[src/rtl/sram_pkg.sv]
package sram_pkg;
  localparam int unsigned BURST_W = 2;

  typedef enum logic {
    ORD_WRAP = 1'b0,
    ORD_XOR  = 1'b1
  } burst_order_e;

  function automatic logic [BURST_W-1:0] burst_low(
    input logic [BURST_W-1:0] start,
    input logic [BURST_W-1:0] step,
    input logic               order
  );
    if (burst_order_e'(order) == ORD_XOR) return start ^ step;
    return start + step;
  endfunction
endpackage

[src/rtl/access_ctrl.sv]
module access_ctrl #(
  parameter int unsigned LANES = 4
) (
  input  logic             clk_i,
  input  logic             rst_ni,
  input  logic             strobe_cpu_ni,
  input  logic             strobe_ctl_ni,
  input  logic             chip_sel_a_ni,
  input  logic             chip_sel_b_i,
  input  logic             chip_sel_c_ni,
  input  logic             step_ni,
  input  logic             wr_all_ni,
  input  logic             byte_wr_en_ni,
  input  logic [LANES-1:0] lane_sel_ni,
  output logic             load_o,
  output logic             adv_o,
  output logic             rd_o,
  output logic [LANES-1:0] wr_lanes_o,
  output logic             start_idle_o
);
  logic active_q;
  logic selected, cpu_take, ctl_take, strobe, cont, acc, wr_req;
  logic [LANES-1:0] lanes;

  always_comb begin
    selected = !chip_sel_a_ni && chip_sel_b_i && !chip_sel_c_ni;
    cpu_take = !strobe_cpu_ni && !chip_sel_a_ni;
    ctl_take = !strobe_ctl_ni && !cpu_take;
    strobe   = cpu_take || ctl_take;
    load_o   = strobe && selected;
    cont     = !strobe && active_q;
    acc      = load_o || cont;
    adv_o    = cont && !step_ni;
    // processor-side strobe edge is always a read start
    wr_req   = !cpu_take && (!wr_all_ni || !byte_wr_en_ni);
    if (!wr_all_ni)          lanes = '1;
    else if (!byte_wr_en_ni) lanes = ~lane_sel_ni;
    else                     lanes = '0;
    wr_lanes_o   = (acc && wr_req) ? lanes : '0;
    rd_o         = acc && !wr_req;
    start_idle_o = load_o && !active_q;
  end

  always_ff @(posedge clk_i or negedge rst_ni) begin
    if (!rst_ni)     active_q <= 1'b0;
    else if (strobe) active_q <= selected;
  end

  a_r2_cpu_edge_reads: assert property (@(posedge clk_i) disable iff (!rst_ni)
    (!strobe_cpu_ni && !chip_sel_a_ni) |-> (wr_lanes_o == '0))
    else $error("R2 write on processor strobe edge");

  a_r1_deselect: assert property (@(posedge clk_i) disable iff (!rst_ni)
    (!strobe_ctl_ni && strobe_cpu_ni && !chip_sel_b_i) |=> (!rd_o && wr_lanes_o == '0 && !adv_o)
      || !strobe_ctl_ni || !strobe_cpu_ni)
    else $error("R1 access after deselecting strobe");

  a_r8_all_lanes: assert property (@(posedge clk_i) disable iff (!rst_ni)
    (!wr_all_ni && strobe_cpu_ni && (load_o || adv_o)) |-> (wr_lanes_o == '1))
    else $error("R8 global write missed a lane");

  a_r3_gated_cpu: assert property (@(posedge clk_i) disable iff (!rst_ni)
    (chip_sel_a_ni && strobe_ctl_ni) |-> !load_o)
    else $error("R3 gated processor strobe loaded");
endmodule

[src/rtl/burst_addr_gen.sv]
module burst_addr_gen
  import sram_pkg::*;
#(
  parameter int unsigned AW = 6
) (
  input  logic          clk_i,
  input  logic          rst_ni,
  input  logic          load_i,
  input  logic          adv_i,
  input  logic          order_i,
  input  logic [AW-1:0] addr_i,
  output logic [AW-1:0] acc_addr_o
);
  localparam int unsigned HW = AW - BURST_W;

  logic [HW-1:0]      hi_q, hi_n;
  logic [BURST_W-1:0] start_q, start_n, cnt_q, cnt_n;

  always_comb begin
    hi_n    = load_i ? addr_i[AW-1:BURST_W] : hi_q;
    start_n = load_i ? addr_i[BURST_W-1:0] : start_q;
    if (load_i)     cnt_n = '0;
    else if (adv_i) cnt_n = cnt_q + 1'b1;
    else            cnt_n = cnt_q;
    acc_addr_o = {hi_n, burst_low(start_n, cnt_n, order_i)};
  end

  always_ff @(posedge clk_i or negedge rst_ni) begin
    if (!rst_ni) begin
      hi_q    <= '0;
      start_q <= '0;
      cnt_q   <= '0;
    end else begin
      hi_q    <= hi_n;
      start_q <= start_n;
      cnt_q   <= cnt_n;
    end
  end

  a_r4_load_seed: assert property (@(posedge clk_i) disable iff (!rst_ni)
    load_i |=> (start_q == $past(addr_i[BURST_W-1:0]) && cnt_q == '0))
    else $error("R4 burst start not seeded");

  a_r5_advance: assert property (@(posedge clk_i) disable iff (!rst_ni)
    (adv_i && !load_i) |=> (cnt_q == $past(cnt_q) + 1'b1))
    else $error("R5 burst did not advance");

  a_r5_hold: assert property (@(posedge clk_i) disable iff (!rst_ni)
    (!adv_i && !load_i) |=> $stable(cnt_q) && $stable(hi_q))
    else $error("R5 burst moved without advance");
endmodule

[src/rtl/lane_mem.sv]
module lane_mem #(
  parameter int unsigned AW    = 6,
  parameter int unsigned LANES = 4,
  parameter int unsigned LW    = 9
) (
  input  logic                clk_i,
  input  logic [AW-1:0]       waddr_i,
  input  logic [LANES-1:0]    we_i,
  input  logic [LANES*LW-1:0] wdata_i,
  input  logic                re_i,
  input  logic [AW-1:0]       raddr_i,
  output logic [LANES*LW-1:0] rdata_o
);
  localparam int unsigned DEPTH = 1 << AW;

  for (genvar g = 0; g < LANES; g++) begin : g_lane
    logic [LW-1:0] store [DEPTH];
    logic [LW-1:0] rd_q;

    always_ff @(posedge clk_i) begin
      if (we_i[g]) store[waddr_i] <= wdata_i[g*LW +: LW];
      if (re_i)    rd_q <= store[raddr_i];
    end

    assign rdata_o[g*LW +: LW] = rd_q;
  end
endmodule

[src/rtl/sync_burst_sram.sv]
module sync_burst_sram #(
  parameter int unsigned AW    = 6,
  parameter int unsigned LANES = 4,
  parameter int unsigned LW    = 9,
  localparam int unsigned DW   = LANES * LW
) (
  input  logic             clk_i,
  input  logic             rst_ni,
  input  logic             order_i,
  input  logic [AW-1:0]    addr_i,
  input  logic             strobe_cpu_ni,
  input  logic             strobe_ctl_ni,
  input  logic             chip_sel_a_ni,
  input  logic             chip_sel_b_i,
  input  logic             chip_sel_c_ni,
  input  logic             step_ni,
  input  logic             wr_all_ni,
  input  logic             byte_wr_en_ni,
  input  logic [LANES-1:0] lane_sel_ni,
  input  logic [DW-1:0]    wdata_i,
  input  logic             out_en_ni,
  output logic [DW-1:0]    rdata_o,
  output logic             dq_oe_o
);
  logic             load, adv, rd, start_idle;
  logic [LANES-1:0] wr_lanes;
  logic [AW-1:0]    acc_addr, rd_addr_q;
  logic             rd_pend_q, dvalid_q;
  logic [DW-1:0]    mem_q;

  access_ctrl #(.LANES(LANES)) u_ctrl (
    .clk_i, .rst_ni, .strobe_cpu_ni, .strobe_ctl_ni,
    .chip_sel_a_ni, .chip_sel_b_i, .chip_sel_c_ni, .step_ni,
    .wr_all_ni, .byte_wr_en_ni, .lane_sel_ni,
    .load_o(load), .adv_o(adv), .rd_o(rd), .wr_lanes_o(wr_lanes),
    .start_idle_o(start_idle)
  );

  burst_addr_gen #(.AW(AW)) u_addr (
    .clk_i, .rst_ni, .load_i(load), .adv_i(adv), .order_i,
    .addr_i, .acc_addr_o(acc_addr)
  );

  lane_mem #(.AW(AW), .LANES(LANES), .LW(LW)) u_mem (
    .clk_i, .waddr_i(acc_addr), .we_i(wr_lanes), .wdata_i,
    .re_i(rd_pend_q), .raddr_i(rd_addr_q), .rdata_o(mem_q)
  );

  // stage 1: address captured; stage 2: output register loads
  always_ff @(posedge clk_i or negedge rst_ni) begin
    if (!rst_ni) begin
      rd_pend_q <= 1'b0;
      rd_addr_q <= '0;
      dvalid_q  <= 1'b0;
    end else begin
      rd_pend_q <= rd;
      if (rd) rd_addr_q <= acc_addr;
      dvalid_q  <= rd_pend_q;
    end
  end

  assign dq_oe_o = dvalid_q && !out_en_ni;
  assign rdata_o = dq_oe_o ? mem_q : '0;

  a_r12_idle_mask: assert property (@(posedge clk_i) disable iff (!rst_ni)
    start_idle |=> !dq_oe_o)
    else $error("R12 outputs driven on first cycle out of idle");

  a_r10_latency: assert property (@(posedge clk_i) disable iff (!rst_ni)
    rd |=> ##1 dvalid_q)
    else $error("R10 read result not held two edges later");

  a_r11_oe_gate: assert property (@(posedge clk_i) disable iff (!rst_ni)
    dq_oe_o |-> !out_en_ni)
    else $error("R11 driven with enable high");

  a_r11_released_zero: assert property (@(posedge clk_i) disable iff (!rst_ni)
    !dq_oe_o |-> (rdata_o == '0))
    else $error("R11 released outputs not zero");
endmodule

[config.mk]
export PLATFORM = sky130hd
export DESIGN_NAME = sync_burst_sram
export DESIGN_NICKNAME = d
export VERILOG_FILES = /design/src/rtl/sram_pkg.sv /design/src/rtl/access_ctrl.sv /design/src/rtl/burst_addr_gen.sv /design/src/rtl/lane_mem.sv /design/src/rtl/sync_burst_sram.sv
export SDC_FILE = /design/constraint.sdc
export NUM_CORES = 2
export LEC_CHECK = 0
export ABC_CLOCK_PERIOD_IN_PS = 4960
export CAP_MARGIN = 20
export CORE_MARGIN = 5
export CORE_UTILIZATION = 40
export DETAILED_ROUTE_END_ITERATION = 16
export DONT_BUFFER_PORTS = 1
export PLACE_DENSITY_LB_ADDON = 0.12
export SKIP_CTS_REPAIR_TIMING = 1
export SYNTH_ARGS = -nofsm -noshare
export SYNTH_HDL_FRONTEND = slang
export SYNTH_SLANG_ARGS = --single-unit
[constraint.sdc]
create_clock -name clk_i -period 4.96 [get_ports clk_i]
set_input_delay 0.248 -clock clk_i [delete_from_list [all_inputs] [get_ports clk_i]]
set_output_delay 0.248 -clock clk_i [all_outputs]
set_load 0.01 [all_outputs]
# Yosys cells after proc, flatten, opt, wreduce, memory -nomap -nowiden
# Memories as Yosys holds them, arrays and structs flattened. A register that Yosys moved wholly into a read port is not among the register bits.
# Index checks and enable logic that the tools add are counted.
dict set report word_totals {
  ramBits 2304
  out_inout_bits 37
  ff_bits 17
  memories 4
}
# memory depth width rd rd_ports_with_merged_regs wr line_no
set memory_table {}
lappend memory_table {{u_mem.g_lane[0].store} 64 9 1 1 1 lane_mem.sv:17} ;# logic [LW-1:0] store [DEPTH];
lappend memory_table {{u_mem.g_lane[1].store} 64 9 1 1 1 lane_mem.sv:17}
lappend memory_table {{u_mem.g_lane[2].store} 64 9 1 1 1 lane_mem.sv:17}
lappend memory_table {{u_mem.g_lane[3].store} 64 9 1 1 1 lane_mem.sv:17}
dict set report op_classes {
  n_bitwise 2
  reduce_logical 25
  addsub 2
  n_mux 19
}
# cell n
set op_table {}
lappend op_table {{36-bit 2-to-1 mux} 1}
lappend op_table {{4-bit 2-to-1 mux} 4}
lappend op_table {{1-bit logical AND} 11}
lappend op_table {{1-bit zero test} 11}
lappend op_table {{2-bit 2-to-1 mux} 5}
lappend op_table {{1-bit 2-to-1 mux} 9}
lappend op_table {{4-bit NOT} 1}
lappend op_table {{1-bit logical OR} 3}
lappend op_table {{2-bit by 1-bit adder with 2-bit output, second input constant} 1}
lappend op_table {{2-bit adder} 1}
lappend op_table {{2-bit XOR} 1}

# Depth between registers and ports, before layout
dict set report depth {
  depth_word 13
  mapped_depth 11
  ltp_nobuf 8
}

# By module
# A second synthesis with hierarchy kept.
dict set report unflattened {
  cells_unflattened 4156
  hier_area_um2 91240.0
}
# mod instances cells_each seq_area_each_um2 area_per_inst_um2
set modules_own_cells {}
lappend modules_own_cells {lane_mem 1 4052 70267.4 90071.4}
lappend modules_own_cells {sync_burst_sram 1 58 200.2 651.9}
lappend modules_own_cells {burst_addr_gen 1 25 200.2 365.4}
lappend modules_own_cells {access_ctrl 1 21 25.0 151.4}

# Least setup slack after synthesis
# Ideal clock, no wire load.
dict set report synth_path {
  path_kind {in2reg}
  from {in chip_sel_a_ni}
  to {mem u_mem.g_lane[1].store[54][0], enable pin}
  path_slack_ns 1.309
  t_arrival_ns 3.252
  stages 10
  path_cell_list {or3b_2 -> nor2_1 -> clkbuf_1 -> a21oi_1 -> ha_1 -> clkbuf_1 -> nand2b_1 -> clkbuf_1 -> clkbuf_1 -> nor4_1}
}
dict set report synth_via {
  elab_chain_len 13
  elab_cells_between_ends 25
}
# element line_no
set synth_lines {}
lappend synth_lines {{start, declared} sync_burst_sram.sv:13} ;# input logic chip_sel_a_ni,
lappend synth_lines {{1-bit zero test (*)} {access_ctrl.sv:26, access_ctrl.sv:27}}
lappend synth_lines {{1-bit logical AND} access_ctrl.sv:27} ;# cpu_take = !strobe_cpu_ni && !chip_sel_a_ni;
lappend synth_lines {{1-bit zero test} access_ctrl.sv:28} ;# ctl_take = !strobe_ctl_ni && !cpu_take;
lappend synth_lines {{1-bit logical AND} access_ctrl.sv:28}
lappend synth_lines {{1-bit logical OR} access_ctrl.sv:29} ;# strobe = cpu_take || ctl_take;
lappend synth_lines {{1-bit zero test} access_ctrl.sv:31} ;# cont = !strobe && active_q;
lappend synth_lines {{1-bit logical AND} access_ctrl.sv:31}
lappend synth_lines {{1-bit logical AND} access_ctrl.sv:33} ;# adv_o = cont && !step_ni;
lappend synth_lines {{2-bit 2-to-1 mux} burst_addr_gen.sv:23} ;# else if (adv_i) cnt_n = cnt_q + 1'b1;
lappend synth_lines {{2-bit 2-to-1 mux (*)} burst_addr_gen.sv:22} ;# if (load_i) cnt_n = '0;
lappend synth_lines {{net u_addr.cnt_n[0]} burst_addr_gen.sv:17} ;# logic [BURST_W-1:0] start_q, start_n, cnt_q, cnt_n;
lappend synth_lines {{parallel branches: the longest is 2 deep, another holds 2-bit adder} n/a}
lappend synth_lines {{2-bit 2-to-1 mux (*)} sram_pkg.sv:15} ;# return start + step;
lappend synth_lines {{end, declared} lane_mem.sv:17}
# Mark *: on every way through the listed nets, which the timed path passes. The select of a mux whose other input is x is not followed.

# Final worst setup path
dict set report layout_path {
  from {reg u_ctrl.active_q}
  to {mem u_mem.g_lane[1].store[11][6], enable pin}
}
dict set report layout_via {
  elab_chain_len 7
  elab_cells_between_ends 13
}
# element line_no
set layout_lines {}
lappend layout_lines {{start, declared} access_ctrl.sv:21} ;# logic active_q;
lappend layout_lines {{start signal, assigned} access_ctrl.sv:46} ;# else if (strobe) active_q <= selected;
lappend layout_lines {{1-bit logical AND (*)} access_ctrl.sv:31}
lappend layout_lines {{parallel branches: the longest is 6 deep, another holds 2-bit adder} n/a}
# Every way passes the cells marked *. The select of a mux whose other input is x is not followed.

==> summary.md <==
The die is 490 µm wide. Clock-pin slew was measured on the worst setup and hold paths at 0.06 ns. In this run, flip-flops and latches consume 41.9% of the power. Dividing the synthesized area by the synthesized cell count gives 21.6 µm². The part of the power in combinational logic came out at 24.5%.

Yosys synthesis warning count: 0. Cells with a size suffix above 1 make up 31.6% of the layout. The number of global-route vias before repair came out at 46.7k.

The average via count per standard cell is 5.80. The first routing iteration left 4500 violations. The die area is 241000 µm². Setup repair after global routing left no endpoint under its margin.

The number of register bits inferred by synthesis is 2357. The maximum count of clock buffers along a single path was 3; the remaining number of nets flagged by the antenna check after routing was 0. The tightest min-delay check is of the in2async type. For flop-to-flop paths, the worst setup slack is 0.67 ns. The critical path is of the reg2reg type. Power spread over the standard cell area amounts to 497 nW/µm². The pre-antenna-repair detailed-routing pass consisted of 8 iterations.

For the largest net degree at the start of global routing, the log shows 85. The netlist uses 54 different library cells. For the floorplan row count, the log shows 176.

The library cell appearing most often on the critical path is sky130_fd_sc_hd__nor4_2. The final RePlAce weighted congestion was 0.820; the max-slew headroom at the worst pin was 23.8%. The clock network accounts for 33.6% of the total power.

After floorplanning, the core was sized to cover 230000 µm². For the sequential area share after synthesis, the log shows 76.6%. The final critical-path setup slack came out at 0.666 ns. In the synthesized netlist the async set-or-reset flop fraction comes to 0.721%.

For the clock latency of the later-clocked register in the worst-skew pair, the log shows 0.88 ns. After detailed routing, no signal wire sits above met5. The number of cells on the worst reg-to-reg path is 8, and the post-detailed-route DRC marker count is 0. The routed length on met1 is 112000 µm, and the number of buffers inserted during clock tree synthesis is 238. The final layout contains 4707 nets. For the maximum operating frequency, the log shows 233 MHz. The part of the cycle the worst path needs is 86.6%.

The logs give 3 for the hold violation count in the final report and 0.0379 ns for the largest clock skew in the final design. The tools report the cell area after technology mapping as 92300 µm². The initial utilization of the core area, before any placement, comes to 40.2%.

The net switching power is 15.6 mW. The analysis attributes to cell leakage a power of 33.4 nW. TritonCTS built the clock tree. In this run the worst path has a maximum fanout of 37.

Leftover overflow at the end of global routing: 0. For this design the top-level I/O count stands at 95. The pin slew with the least headroom to its limit is 1.13 ns.

Launch instance of the worst register-to-register path: u_ctrl.active_q$_DFFE_PN0P_. The element type at the critical path end was a register. The initial antenna violation count came out at 12. Total count of max-transition violations in the final report: 0.

CTS built an H-tree with a depth of 4. Setup violations remaining at the end of the flow were counted as 0. Across all layers, the routed design uses 45.7k vias.

The first-pass GRT wire length was 365000 µm; the post-detailed-placement half-perimeter wirelength was 156000 µm. The root buffer cell chosen for the clock tree is sky130_fd_sc_hd__clkbuf_16. The overall die height came out at 490 µm. The total detailed-routing wirelength is 257000 µm. The signal on the critical path passes through o211ai_2, dlygate4sd3_1, or4_4, a211oi_1, nor4_2, buf_4, buf_12, nor4_2. The clock period could shrink to 4.29 ns.

The area growth from synthesis to layout was 16.9%; the switching fraction of total power was 29.1%. The run gives 15600 µm as the met3 wirelength from detailed routing. Max-cap violations in this run came to 0. After detailed routing, the average wire length per cell comes to 32.6 µm. The tools report the endpoint of the worst register-to-register path as u_mem.g_lane[1].store[11][6]$_DFFE_PP_. In the global route stage, overall resource usage came out at 21.1%.

The run finished, with violations left. Internal power comes to 38.0 mW. The number of nets handed over by synthesis was 4336. Slowest cell on the critical path: sky130_fd_sc_hd__nor4_2. The smallest hold slack came out at -0.00697 ns. The tools report the met2 wire length as 124000 µm. Fill cells in the final layout number 19.0k. The checks that failed: hold timing. Data on the critical path is required at its endpoint by 5.43 ns.

Counting every instance in the synthesized netlist gives 4277. The delay of the slowest cell on the worst path is 0.98 ns, and the arrival time at the worst endpoint is 4.76 ns. The worst setup path is launched from a register. Number of flops mapped to enable cells by yosys: 2340.

Prior to clock tree synthesis, the placed netlist has a worst setup slack of 0.773 ns. The worst-case vdd ir drop was 0.418 mV; the number of sinks driven by the clock tree was 2357. Setup total negative slack on the finished layout was measured at 0 ns.

Buffers placed on the I/O ports in this run total 0. In the synthesized netlist the dominant register cell turns out to be sky130_fd_sc_hd__edfxtp_1.
[cell families after synthesis]
kind of cell	after synthesis	share of synthesized area (%)
buffers and inverters	303	1.57
AO/OA/AOI/OAI	360	2.73
multiplexers	718	16.2
adder cells (fa/ha/maj)	1	0.0136
AND/OR/NAND/NOR	538	2.90
flip-flops	2357	76.6
[synth_stat cells (all sizes together) (2+ instances only)]
master / n / area share, %
a31o: 4 / 0.038
o22ai: 15 / 0.10
a21oi: 77 / 0.42
or4: 2 / 0.020
dfrtp: 17 / 0.46
nand2: 221 / 0.90
mux2: 21 / 0.26
clkbuf: 119 / 0.48
a22oi: 40 / 0.33
nand4b: 4 / 0.038
nor2b: 27 / 0.18
o31ai: 2 / 0.016
and2: 41 / 0.28
mux2i: 77 / 0.83
edfxtp: 2340 / 76
and3: 3 / 0.020
nor3: 27 / 0.15
inv: 7 / 0.028
nand4: 6 / 0.041
o2111ai: 3 / 0.028
mux4: 620 / 15
nand2b: 7 / 0.047
o211ai: 13 / 0.11
nand3b: 4 / 0.033
nor4: 115 / 0.78
buf: 177 / 1.1
nand3: 41 / 0.22
o21ai: 19 / 0.10
nor3b: 2 / 0.016
o21a: 4 / 0.033
a221oi: 16 / 0.15
a211oi: 132 / 1.1
a32oi: 19 / 0.18
nor2: 33 / 0.13
o41ai: 3 / 0.028
a311oi: 8 / 0.076
[area by class of cell]
type                       instances  area (µm²)  share of cell area, %
sequential                      2357       70700                   65.5
multi-input combinational       1617       21100                   19.6
clock buffer                     288        6230                   5.77
timing repair buffer             427        4450                   4.12
tap                             3026        3790                   3.51
clock inverter                   159        1600                   1.48
inverter                           7        36.3                 0.0336
antenna                            5        12.5                 0.0116
[critical path, delay by kind of cell (launching register included)]
family          cells  cell delay (ns)
flops               1             0.35
simple gates        3             1.61
compound gates      2             0.76
buf+inv             3             1.13
[per-stage QoR]
| step | instance area, µm² | power, mW | std cells | utilization [%] |
|---|---|---|---|---|
| 6_report | 108000 | 53.6 | 7886 | 46.9 |
| 5_1_grt | 108000 | 55.6 | 7885 | 46.9 |
| 4_1_cts | 106000 | 53.8 | 7764 | 46.2 |
| 3_5_place_dp | 98400 | 35.8 | 7317 | 42.8 |
| 3_3_place_gp | 98200 | 35.8 | 7302 | 42.7 |
| 2_1_floorplan | 92300 | 30.8 | 4277 | - |
[sequential cells by signal, indices dropped and copies added, names as in the netlist]
| register | count |
|---|---|
| dvalid_q | 1 |
| rd_addr_q | 6 |
| rd_pend_q | 1 |
| u_addr.cnt_q | 2 |
| u_addr.hi_q | 4 |
| u_addr.start_q | 2 |
| u_ctrl.active_q | 1 |
| u_mem.g_lane.rd_q | 36 |
| u_mem.g_lane.store | 2304 |
[layer usage]
layer	track usage [%]	up-vias
met5	0	-
met4	5.23	8
met3	4.09	346
met2	33.7	1536
met1	30.2	24900
li1	-	19000
[placed cells by master, fill, tap and decap left out, types with 12 or more instances in the layout]
cell / instances
sky130_fd_sc_hd__a211oi_1: 118
sky130_fd_sc_hd__a211oi_2: 14
sky130_fd_sc_hd__a21oi_1: 76
sky130_fd_sc_hd__a221oi_1: 16
sky130_fd_sc_hd__a22oi_1: 40
sky130_fd_sc_hd__a32oi_1: 19
sky130_fd_sc_hd__and2_1: 40
sky130_fd_sc_hd__buf_12: 31
sky130_fd_sc_hd__buf_16: 36
sky130_fd_sc_hd__buf_4: 299
sky130_fd_sc_hd__bufinv_16: 29
sky130_fd_sc_hd__clkbuf_1: 44
sky130_fd_sc_hd__clkbuf_16: 240
sky130_fd_sc_hd__clkinv_1: 53
sky130_fd_sc_hd__clkinv_2: 58
sky130_fd_sc_hd__dlygate4sd3_1: 55
sky130_fd_sc_hd__edfxtp_1: 2340
sky130_fd_sc_hd__mux2_2: 21
sky130_fd_sc_hd__mux2i_1: 77
sky130_fd_sc_hd__mux4_2: 620
sky130_fd_sc_hd__nand2_1: 218
sky130_fd_sc_hd__nand3_1: 41
sky130_fd_sc_hd__nor2_1: 31
sky130_fd_sc_hd__nor2b_1: 23
sky130_fd_sc_hd__nor3_1: 24
sky130_fd_sc_hd__nor4_2: 115
sky130_fd_sc_hd__o211ai_1: 12
sky130_fd_sc_hd__o21ai_0: 16
sky130_fd_sc_hd__o22ai_1: 15
[power by group through the flow]
stage	registers, mW	logic, mW	clock network, mW
2_1_floorplan	22.5	8.30	0
3_3_place_gp	22.9	12.9	0
3_5_place_dp	22.9	12.9	0
4_1_cts	22.4	12.9	18.4
5_1_grt	22.4	13.9	19.3
6_report	22.4	13.2	18.0
[worst max-delay path by stage]
stage / from / to / slack, ns / depth (start not counted)
detailed placement: chip_sel_a_ni / u_mem.g_lane[2].store[48][2]$_DFFE_PP_ / 0.77 / 8
finish: u_ctrl.active_q$_DFFE_PN0P_ / u_mem.g_lane[1].store[11][6]$_DFFE_PP_ / 0.67 / 8
global route: u_ctrl.active_q$_DFFE_PN0P_ / u_mem.g_lane[1].store[18][1]$_DFFE_PP_ / 0.50 / 8
CTS: u_ctrl.active_q$_DFFE_PN0P_ / u_mem.g_lane[1].store[10][2]$_DFFE_PP_ / 1.20 / 7
global placement: chip_sel_a_ni / u_mem.g_lane[3].store[26][2]$_DFFE_PP_ / 0.81 / 9
floorplan: chip_sel_a_ni / u_mem.g_lane[1].store[54][0]$_DFFE_PP_ / 1.31 / 10
(Power assumes the default switching activity.)
